### src/rtl/pwr_clk_pkg.sv
// Shared constants for the keyed power-mode and clock controller.
// Assumes an 8-bit write bus and a 3-bit mode code carried in the register.
package pwr_clk_pkg;

    localparam int BUS_DW  = 8;
    localparam int MODE_W  = 3;
    localparam int NUM_DOM = 5;

    localparam logic [MODE_W-1:0] MODE_ACTIVE = 3'd0;
    localparam logic [MODE_W-1:0] MODE_PAUSE  = 3'd1;
    localparam logic [MODE_W-1:0] MODE_NAP    = 3'd2;
    localparam logic [MODE_W-1:0] MODE_SLEEP  = 3'd3;
    localparam logic [MODE_W-1:0] MODE_STOP   = 3'd4;

    localparam logic [1:0] SRC_INT  = 2'd0;
    localparam logic [1:0] SRC_XTAL = 2'd1;
    localparam logic [1:0] SRC_PIN  = 2'd2;

    localparam int ADR_CK_K1  = 0;
    localparam int ADR_CK_CFG = 1;
    localparam int ADR_CK_K2  = 2;
    localparam int ADR_PW_K1  = 3;
    localparam int ADR_PW_CFG = 4;
    localparam int ADR_PW_K2  = 5;

    localparam logic [BUS_DW-1:0] CK_KEY1 = 8'hAA;
    localparam logic [BUS_DW-1:0] CK_KEY2 = 8'h55;
    localparam logic [BUS_DW-1:0] PW_KEY1 = 8'h01;
    localparam logic [BUS_DW-1:0] PW_KEY2 = 8'hF4;

    typedef enum logic [1:0] {
        SEQ_WAIT_K1   = 2'd0,
        SEQ_WAIT_DATA = 2'd1,
        SEQ_WAIT_K2   = 2'd2
    } seq_state_t;

    // Maps a clock-configuration value to the clock source it selects.
    function automatic logic [1:0] clk_src_decode(input logic [BUS_DW-1:0] cfg);
        if (cfg == 8'h03)
            return SRC_PIN;
        else if (cfg[1:0] == 2'b01 && !cfg[4])
            return SRC_XTAL;
        else
            return SRC_INT;
    endfunction

endpackage

### src/rtl/pcm_key_seq.sv
// Three-step key sequencer guarding one protected register.
// It watches every bus write: a first key at K1_ADDR, then the data at
// DAT_ADDR, then a second key at K2_ADDR. commit pulses combinationally
// in the cycle of the correct closing write, and commit_data holds the
// captured value. Any other write aborts back to waiting for the first key.
// Assumes one write per cycle at most.
module pcm_key_seq
    import pwr_clk_pkg::*;
#(
    parameter int ADDR_W = 3,
    parameter int K1_ADDR = 0,
    parameter int DAT_ADDR = 1,
    parameter int K2_ADDR = 2,
    parameter logic [BUS_DW-1:0] K1_VAL = 8'hAA,
    parameter logic [BUS_DW-1:0] K2_VAL = 8'h55
) (
    input  logic              clk,
    input  logic              rst_n,
    input  logic              bus_wr,
    input  logic [ADDR_W-1:0] bus_addr,
    input  logic [BUS_DW-1:0] bus_wdata,
    output logic              commit,
    output logic [BUS_DW-1:0] commit_data
);

    localparam logic [ADDR_W-1:0] A_K1  = ADDR_W'(K1_ADDR);
    localparam logic [ADDR_W-1:0] A_DAT = ADDR_W'(DAT_ADDR);
    localparam logic [ADDR_W-1:0] A_K2  = ADDR_W'(K2_ADDR);

    seq_state_t        state_q;
    logic [BUS_DW-1:0] hold_q;
    logic              hit_k1;
    logic              hit_dat;
    logic              hit_k2;

    // Classify the current write against the three expected steps.
    always_comb begin
        hit_k1  = bus_wr && bus_addr == A_K1 && bus_wdata == K1_VAL;
        hit_dat = bus_wr && bus_addr == A_DAT;
        hit_k2  = bus_wr && bus_addr == A_K2 && bus_wdata == K2_VAL;
    end

    // Advance, capture or abort the framing on each write.
    always_ff @(posedge clk) begin
        if (!rst_n) begin
            state_q <= SEQ_WAIT_K1;
            hold_q  <= '0;
        end else if (bus_wr) begin
            case (state_q)
                SEQ_WAIT_K1:   state_q <= hit_k1 ? SEQ_WAIT_DATA : SEQ_WAIT_K1;
                SEQ_WAIT_DATA: begin
                    if (hit_dat) begin
                        hold_q  <= bus_wdata;
                        state_q <= SEQ_WAIT_K2;
                    end else begin
                        state_q <= SEQ_WAIT_K1;
                    end
                end
                default:       state_q <= SEQ_WAIT_K1;
            endcase
        end
    end

    // Closing key in the right step releases the captured value.
    always_comb begin
        commit      = (state_q == SEQ_WAIT_K2) && hit_k2;
        commit_data = hold_q;
    end

    // a write other than the data write while awaiting data aborts.
    p_abort_data_r4: assert property (@(posedge clk) disable iff (!rst_n)
        (bus_wr && state_q == SEQ_WAIT_DATA && bus_addr != A_DAT) |=> state_q == SEQ_WAIT_K1);

    // any write in the last step, good or bad, ends the sequence.
    p_k2_returns_r4: assert property (@(posedge clk) disable iff (!rst_n)
        (bus_wr && state_q == SEQ_WAIT_K2) |=> state_q == SEQ_WAIT_K1);

endmodule

### src/rtl/pcm_mode_ctl.sv
// Power-mode register, wake logic, pending clock configuration and
// domain enable decode. Takes committed values from the two key sequencers.
// Wake has priority over a same-edge power-mode commit. The pending clock
// configuration reaches clk_src only at a timer wake out of Nap.
// Assumes irq_act is already qualified by the interrupt enables.
module pcm_mode_ctl
    import pwr_clk_pkg::*;
#(
    parameter int NIRQ    = 4,
    parameter int TMR_IDX = 2,
    parameter int CD_W    = 3
) (
    input  logic               clk,
    input  logic               rst_n,
    input  logic               pw_commit,
    input  logic [BUS_DW-1:0]  pw_data,
    input  logic               ck_commit,
    input  logic [BUS_DW-1:0]  ck_data,
    input  logic [NIRQ-1:0]    irq_act,
    output logic [MODE_W-1:0]  mode,
    output logic [CD_W-1:0]    cd,
    output logic [1:0]         clk_src,
    output logic [NUM_DOM-1:0] dom_en
);

    localparam int MF_W = BUS_DW - CD_W;

    logic [MODE_W-1:0] mode_q;
    logic [CD_W-1:0]   cd_q;
    logic [1:0]        src_q;
    logic [BUS_DW-1:0] ck_cfg_q;
    logic [MF_W-1:0]   req_mode;
    logic              req_ok;
    logic              wake;

    // Split the committed power value and judge the wake condition.
    always_comb begin
        req_mode = pw_data[BUS_DW-1:CD_W];
        req_ok   = req_mode <= MF_W'(MODE_STOP);
        if (mode_q == MODE_NAP)
            wake = irq_act[TMR_IDX];
        else
            wake = (mode_q != MODE_ACTIVE) && (|irq_act);
    end

    // Mode and divide register: wake first, then legal commits.
    always_ff @(posedge clk) begin
        if (!rst_n) begin
            mode_q <= MODE_ACTIVE;
            cd_q   <= '0;
        end else if (wake) begin
            mode_q <= MODE_ACTIVE;
        end else if (pw_commit && req_ok) begin
            mode_q <= req_mode[MODE_W-1:0];
            cd_q   <= pw_data[CD_W-1:0];
        end
    end

    // Pending clock configuration and the source applied at Nap exit.
    always_ff @(posedge clk) begin
        if (!rst_n) begin
            ck_cfg_q <= '0;
            src_q    <= SRC_INT;
        end else begin
            if (ck_commit)
                ck_cfg_q <= ck_data;
            if (wake && mode_q == MODE_NAP)
                src_q <= clk_src_decode(ck_cfg_q);
        end
    end

    // Domain i stays powered while its index is at or above the mode code.
    for (genvar g = 0; g < NUM_DOM; g++) begin : g_dom
        assign dom_en[g] = int'(mode_q) <= g;
    end

    assign mode    = mode_q;
    assign cd      = cd_q;
    assign clk_src = src_q;

    // the mode register never holds an unused code.
    p_mode_legal_r5: assert property (@(posedge clk) disable iff (!rst_n)
        mode_q <= MODE_STOP);

    // any interrupt in Pause, Sleep or Stop returns to Active.
    p_wake_active_r7: assert property (@(posedge clk) disable iff (!rst_n)
        (mode_q != MODE_ACTIVE && mode_q != MODE_NAP && (|irq_act)) |=> mode_q == MODE_ACTIVE);

    // Nap holds without the timer interrupt or a new commit.
    p_nap_hold_r8: assert property (@(posedge clk) disable iff (!rst_n)
        (mode_q == MODE_NAP && !irq_act[TMR_IDX] && !pw_commit) |=> mode_q == MODE_NAP);

    // the applied source moves only at a timer wake from Nap.
    p_src_stable_r8: assert property (@(posedge clk) disable iff (!rst_n)
        !(mode_q == MODE_NAP && irq_act[TMR_IDX]) |=> $stable(src_q));

endmodule

### src/rtl/pcm_core_clk.sv
// Core clock halt, PLL relock interrupt and power-of-two clock-enable divider.
// The halt follows the lock input with no register. A loss of lock is
// remembered, and a one-cycle interrupt is issued once lock is seen again.
// The phase counter is cleared during the halt.
module pcm_core_clk #(
    parameter int CD_W = 3
) (
    input  logic            clk,
    input  logic            rst_n,
    input  logic            pll_lock,
    input  logic [CD_W-1:0] cd,
    output logic            core_halt,
    output logic            core_clk_en,
    output logic            pll_irq
);

    localparam int CNT_W = (1 << CD_W) - 1;

    logic             lock_q;
    logic             pend_q;
    logic             irq_q;
    logic [CNT_W-1:0] cnt_q;
    logic [CNT_W-1:0] cnt_mask;

    // Halt immediately when lock is absent; select the divide mask.
    always_comb begin
        core_halt   = !pll_lock;
        cnt_mask    = ~({CNT_W{1'b1}} << cd);
        core_clk_en = pll_lock && ((cnt_q & cnt_mask) == '0);
    end

    // Track lock loss and issue the relock pulse.
    always_ff @(posedge clk) begin
        if (!rst_n) begin
            lock_q <= 1'b0;
            pend_q <= 1'b0;
            irq_q  <= 1'b0;
        end else begin
            lock_q <= pll_lock;
            irq_q  <= pend_q && pll_lock;
            if (lock_q && !pll_lock)
                pend_q <= 1'b1;
            else if (pll_lock)
                pend_q <= 1'b0;
        end
    end

    // Free-running phase counter, cleared while halted.
    always_ff @(posedge clk) begin
        if (!rst_n || !pll_lock)
            cnt_q <= '0;
        else
            cnt_q <= cnt_q + 1'b1;
    end

    assign pll_irq = irq_q;

    // the relock interrupt lasts one cycle.
    p_irq_pulse_r11: assert property (@(posedge clk) disable iff (!rst_n)
        irq_q |=> !irq_q);

    // relock after a recorded loss raises the interrupt.
    p_relock_irq_r11: assert property (@(posedge clk) disable iff (!rst_n)
        (pend_q && pll_lock) |=> irq_q);

    // the halt leaves the phase counter at zero.
    p_halt_clears_r10: assert property (@(posedge clk) disable iff (!rst_n)
        !pll_lock |=> cnt_q == '0);

endmodule

### src/rtl/pwr_clk_ctl.sv
// Top of the keyed power-mode and clock controller. Two key sequencers
// guard the clock-configuration and power-mode registers. The mode
// controller holds the mode, divide select and clock source. The core clock
// unit handles halt, relock interrupt and the divided enable.
// Assumes the bus gives at most one write per cycle, synchronous to clk.
module pwr_clk_ctl
    import pwr_clk_pkg::*;
#(
    parameter int ADDR_W  = 3,
    parameter int NIRQ    = 4,
    parameter int TMR_IDX = 2,
    parameter int CD_W    = 3
) (
    input  logic               clk,
    input  logic               rst_n,
    input  logic               bus_wr,
    input  logic [ADDR_W-1:0]  bus_addr,
    input  logic [BUS_DW-1:0]  bus_wdata,
    input  logic [NIRQ-1:0]    irq_act,
    input  logic               pll_lock,
    output logic [NUM_DOM-1:0] dom_en,
    output logic [MODE_W-1:0]  pwr_mode,
    output logic [CD_W-1:0]    cd_sel,
    output logic [1:0]         clk_src,
    output logic               core_halt,
    output logic               core_clk_en,
    output logic               pll_irq
);

    logic              ck_commit;
    logic [BUS_DW-1:0] ck_data;
    logic              pw_commit;
    logic [BUS_DW-1:0] pw_data;

    pcm_key_seq #(
        .ADDR_W(ADDR_W), .K1_ADDR(ADR_CK_K1), .DAT_ADDR(ADR_CK_CFG),
        .K2_ADDR(ADR_CK_K2), .K1_VAL(CK_KEY1), .K2_VAL(CK_KEY2)
    ) u_ck_seq (
        .clk(clk), .rst_n(rst_n), .bus_wr(bus_wr), .bus_addr(bus_addr),
        .bus_wdata(bus_wdata), .commit(ck_commit), .commit_data(ck_data)
    );

    pcm_key_seq #(
        .ADDR_W(ADDR_W), .K1_ADDR(ADR_PW_K1), .DAT_ADDR(ADR_PW_CFG),
        .K2_ADDR(ADR_PW_K2), .K1_VAL(PW_KEY1), .K2_VAL(PW_KEY2)
    ) u_pw_seq (
        .clk(clk), .rst_n(rst_n), .bus_wr(bus_wr), .bus_addr(bus_addr),
        .bus_wdata(bus_wdata), .commit(pw_commit), .commit_data(pw_data)
    );

    pcm_mode_ctl #(
        .NIRQ(NIRQ), .TMR_IDX(TMR_IDX), .CD_W(CD_W)
    ) u_mode (
        .clk(clk), .rst_n(rst_n), .pw_commit(pw_commit), .pw_data(pw_data),
        .ck_commit(ck_commit), .ck_data(ck_data), .irq_act(irq_act),
        .mode(pwr_mode), .cd(cd_sel), .clk_src(clk_src), .dom_en(dom_en)
    );

    pcm_core_clk #(
        .CD_W(CD_W)
    ) u_core_clk (
        .clk(clk), .rst_n(rst_n), .pll_lock(pll_lock), .cd(cd_sel),
        .core_halt(core_halt), .core_clk_en(core_clk_en), .pll_irq(pll_irq)
    );

endmodule

### config.mk
export PLATFORM = sky130hd
export DESIGN_NAME = pwr_clk_ctl
export DESIGN_NICKNAME = d
export VERILOG_FILES = /design/src/rtl/pwr_clk_pkg.sv /design/src/rtl/pcm_key_seq.sv /design/src/rtl/pcm_mode_ctl.sv /design/src/rtl/pcm_core_clk.sv /design/src/rtl/pwr_clk_ctl.sv
export SDC_FILE = /design/constraint.sdc
export NUM_CORES = 1
export LEC_CHECK = 0
export BUFFER_PORTS_ARGS = -buffer_cell sky130_fd_sc_hd__buf_2
export CAP_MARGIN = 20
export CORE_MARGIN = 10
export CORE_UTILIZATION = 35
export CTS_CLUSTER_DIAMETER = 30
export DETAILED_ROUTE_END_ITERATION = 12
export GPL_TIMING_DRIVEN = 0
export PLACE_DENSITY = 0.64
export SKIP_CTS_REPAIR_TIMING = 1
export SYNTH_ARGS = -nofsm -noshare
export SYNTH_HDL_FRONTEND = slang
export SYNTH_SLANG_ARGS = --single-unit
### constraint.sdc
create_clock -name clk -period 2.06 [get_ports clk]
set_clock_uncertainty 0.1 [all_clocks]
set_input_delay 0.309 -clock clk [delete_from_list [all_inputs] [get_ports clk]]
set_output_delay 0.309 -clock clk [all_outputs]
set_load 0.1 [all_outputs]
==> out/metrics.cfg <==
[placement]
numPortBuffers = 34
place_congestion = 0.8460
dp_hpwl_um = 3633

[yosys]
syn_avg_cell_area_sq_um = 9.021
syn_nets = 239
ys_seq_elements = 46
syn_inst = 219
yosysSeqAreaShare_pct = 46.61
ys_warn_count = 0
synth.cell_area_sq_mm = 0.001976
synth_enable_flop_cells = 0
ys.flop_type = dfxtp_1
async_flop_share_pct = 0
synth_cell_types = 36

[timing]
period_needed_ps = 2070
hold_viol_final = 0
max_slew_margin_pct = 62.04
min_period_over_period_pct = 100.5
setup_viol = 1
rsz0062_at_grt = yes
max_freq_ghz = 0.4830
tns_ps = -10.25
tightest_slew_ps = 569.4
drv_slew = 0
fin_ws_ps = -10.25

[setup_path]
critical_path.slowest_cell = dfxtp_4
arrival_ps = 1660
cp_data_required_time_ps = 1650
cp-end-kind = output pin
setup.worst_path.start_class = register
crit_fanout = 6
cpPeakStageDelay_ps = 370
crit_start = u_mode.cd[2]
crit_chain = a21o_1 > a221o_1 > a221oi_4 > buf_12
rr_worst_depth = 5
path_class = register to output pin
timing.rr.start = u_pw_seq.state_q[1]

[power]
power.density_mw_per_mm2 = 680.3
p_total_mw = 1.653
peakVddDrop_uv = 255.3
leakagePower_nw = 1.032

[floorplan]
start_util_pct = 35.88
dieArea_sq_mm = 0.009050
ioPinCount = 35
num_rows = 27
chipHeight_um = 95.13
dieWidth_um = 95.13
core-area_sq_mm = 0.005507

[clock_tree]
path_clk_slew_ps = 80
insertion_delay_ps = 290
clock-root-buffer = clkbuf_8
clock_path_buffers = 2
cts.sinks = 46
cts_tree = yes
h-tree-depth = 2
cts_buffers = 5

[global_route]
grt_usage_pct = 11.27
grt_pass1_vias = 1654
grt_pass1_wl_um = 8162
antenna_found_initial = 0
grt_max_degree = 14
overflow = 0

[routing]
first_iter_violations = 83
vias = 1701
postRouteAntennaNets = 0
drc = 0
dr.pass1.iters = 4
wl_um = 4828
wl_per_cell_um = 14.50
vias_per_cell = 5.108

[hold_path]
min-delay-start = pll_lock
holdPathStages = 2
hp-class = input port to register

[layout]
syn_to_final_growth_pct = 22.99
nNetsFinal = 280
antenna_cells = 0
drive_gt1_share_pct = 22.99

[run]
cap_viol_max_count = 0

[outcome]
violations = setup timing
status = finished with violations

logic make-up (layout without fill, tap and decap cells):
group / count (synthesis) / count (layout) / share of synthesized area [%]
multiplexers: 20 / 20 / 10.13
buffers and inverters: 14 / 56 / 3.357
AO/OA/AOI/OAI: 40 / 40 / 10.89
AND/OR/NAND/NOR: 95 / 95 / 27.04
XOR/XNOR: 3 / 3 / 1.330
adder cells (fa/ha/maj): 1 / 1 / 0.6332
flip-flops: 46 / 46 / 46.61
worst max-delay path, delay by kind of cell (launching register included):
kind            cells  cell delay (ps)
buf+inv             1              210
compound gates      3              780
flops               1              370
placed cells by master (no fill, tap or decap), types with 2 or more instances in the layout:
cell type and count:
a21oi_1 19, and2_1 2, and3_1 4, and3b_1 2
and4_1 2, and4bb_2 2, buf_2 35, clkbuf_1 7
clkbuf_8 5, dfxtp_1 40, dfxtp_2 5, inv_1 5
mux2i_1 20, nand2_1 13, nand2b_1 7, nand3_1 8
nand3b_1 8, nand4_1 4, nor2_1 26, nor2_4 2
nor3_1 2, nor3b_1 2, nor4_1 2, nor4b_1 2
o21ai_0 15, or3_1 2, or4_1 2, xor2_1 2
metal layers:
layer	wire length, um	global-route usage, %	part of all wire, %
met2	2071	16.65	43
met3	328	3.771	6.8
met4	93	4.489	1.9
met1	2334	14.73	48
met5	0	0	0
sequential cells by signal, indices dropped and copies added, names as in the netlist, 2 cells and up:
name                  flops
u_ck_seq.commit_data      8
u_mode.ck_cfg_q           8
u_pw_seq.commit_data      8
u_core_clk.cnt_q          7
u_mode.cd                 3
u_mode.mode               3
u_ck_seq.state_q          2
u_mode.clk_src            2
u_pw_seq.state_q          2
final timing paths:
path | endpoint | slack (ps)
worst max-delay path | core_clk_en | -10
worst min-delay path | u_core_clk.pend_q | 160
worst max register to register | u_mode.cd[2] | 430
worst min register to register | u_mode.cd[2] | 360
power breakdown:
| part | switching (mW) | internal, mW | leakage, nW |
|---|---|---|---|
| Combinational | 0.0696 | 0.0359 | 0.605 |
| Clock | 0.290 | 0.363 | 0.0524 |
| Sequential | 0.00348 | 0.891 | 0.374 |
synthesized netlist by cell type, drive strengths merged (2+ instances only):
master	instances	area, sq um
a21oi	20	100.1
and2	2	12.51
and3	4	25.02
and3b	2	17.52
and4	2	17.52
and4bb	2	25.02
buf	4	28.78
clkbuf	5	18.77
dfxtp	46	920.9
inv	5	18.77
mux2i	20	200.2
nand2	13	48.80
nand2b	7	43.79
nand3	8	40.04
nand3b	8	60.06
nand4	4	25.02
nor2	28	105.1
nor3	2	10.01
nor3b	2	15.01
nor4	2	12.51
nor4b	3	32.53
o21ai	16	80.08
or3	2	12.51
or4	2	15.01
xor2	2	17.52
stage by stage:
stage | instance area, sq um | hold slack (ps) | std cells | util, % | worst slack, ps
floorplan | 2039 | 288.3 | 219 | - | -244.2
global placement | 2300 | 337.7 | 325 | 41.76 | 108.8
detailed placement | 2300 | 348.7 | 325 | 41.76 | 104.0
CTS | 2406 | 142.1 | 333 | 43.69 | -232.7
global route | 2430 | 151.6 | 333 | 44.13 | -77.75
finish | 2430 | 156.4 | 333 | 44.13 | -10.25
area by class of cell:
class	instances	area, sq um
repair buffers	34	185.2
fillers	560	3077
inverters	5	18.77
well taps	72	90.09
multi-input cells	159	1051
clock inverters	1	30.03
clock buffers	7	76.32
flip-flops and latches	46	930.9
plain buffers	9	47.55
(Power assumes the default switching activity.)
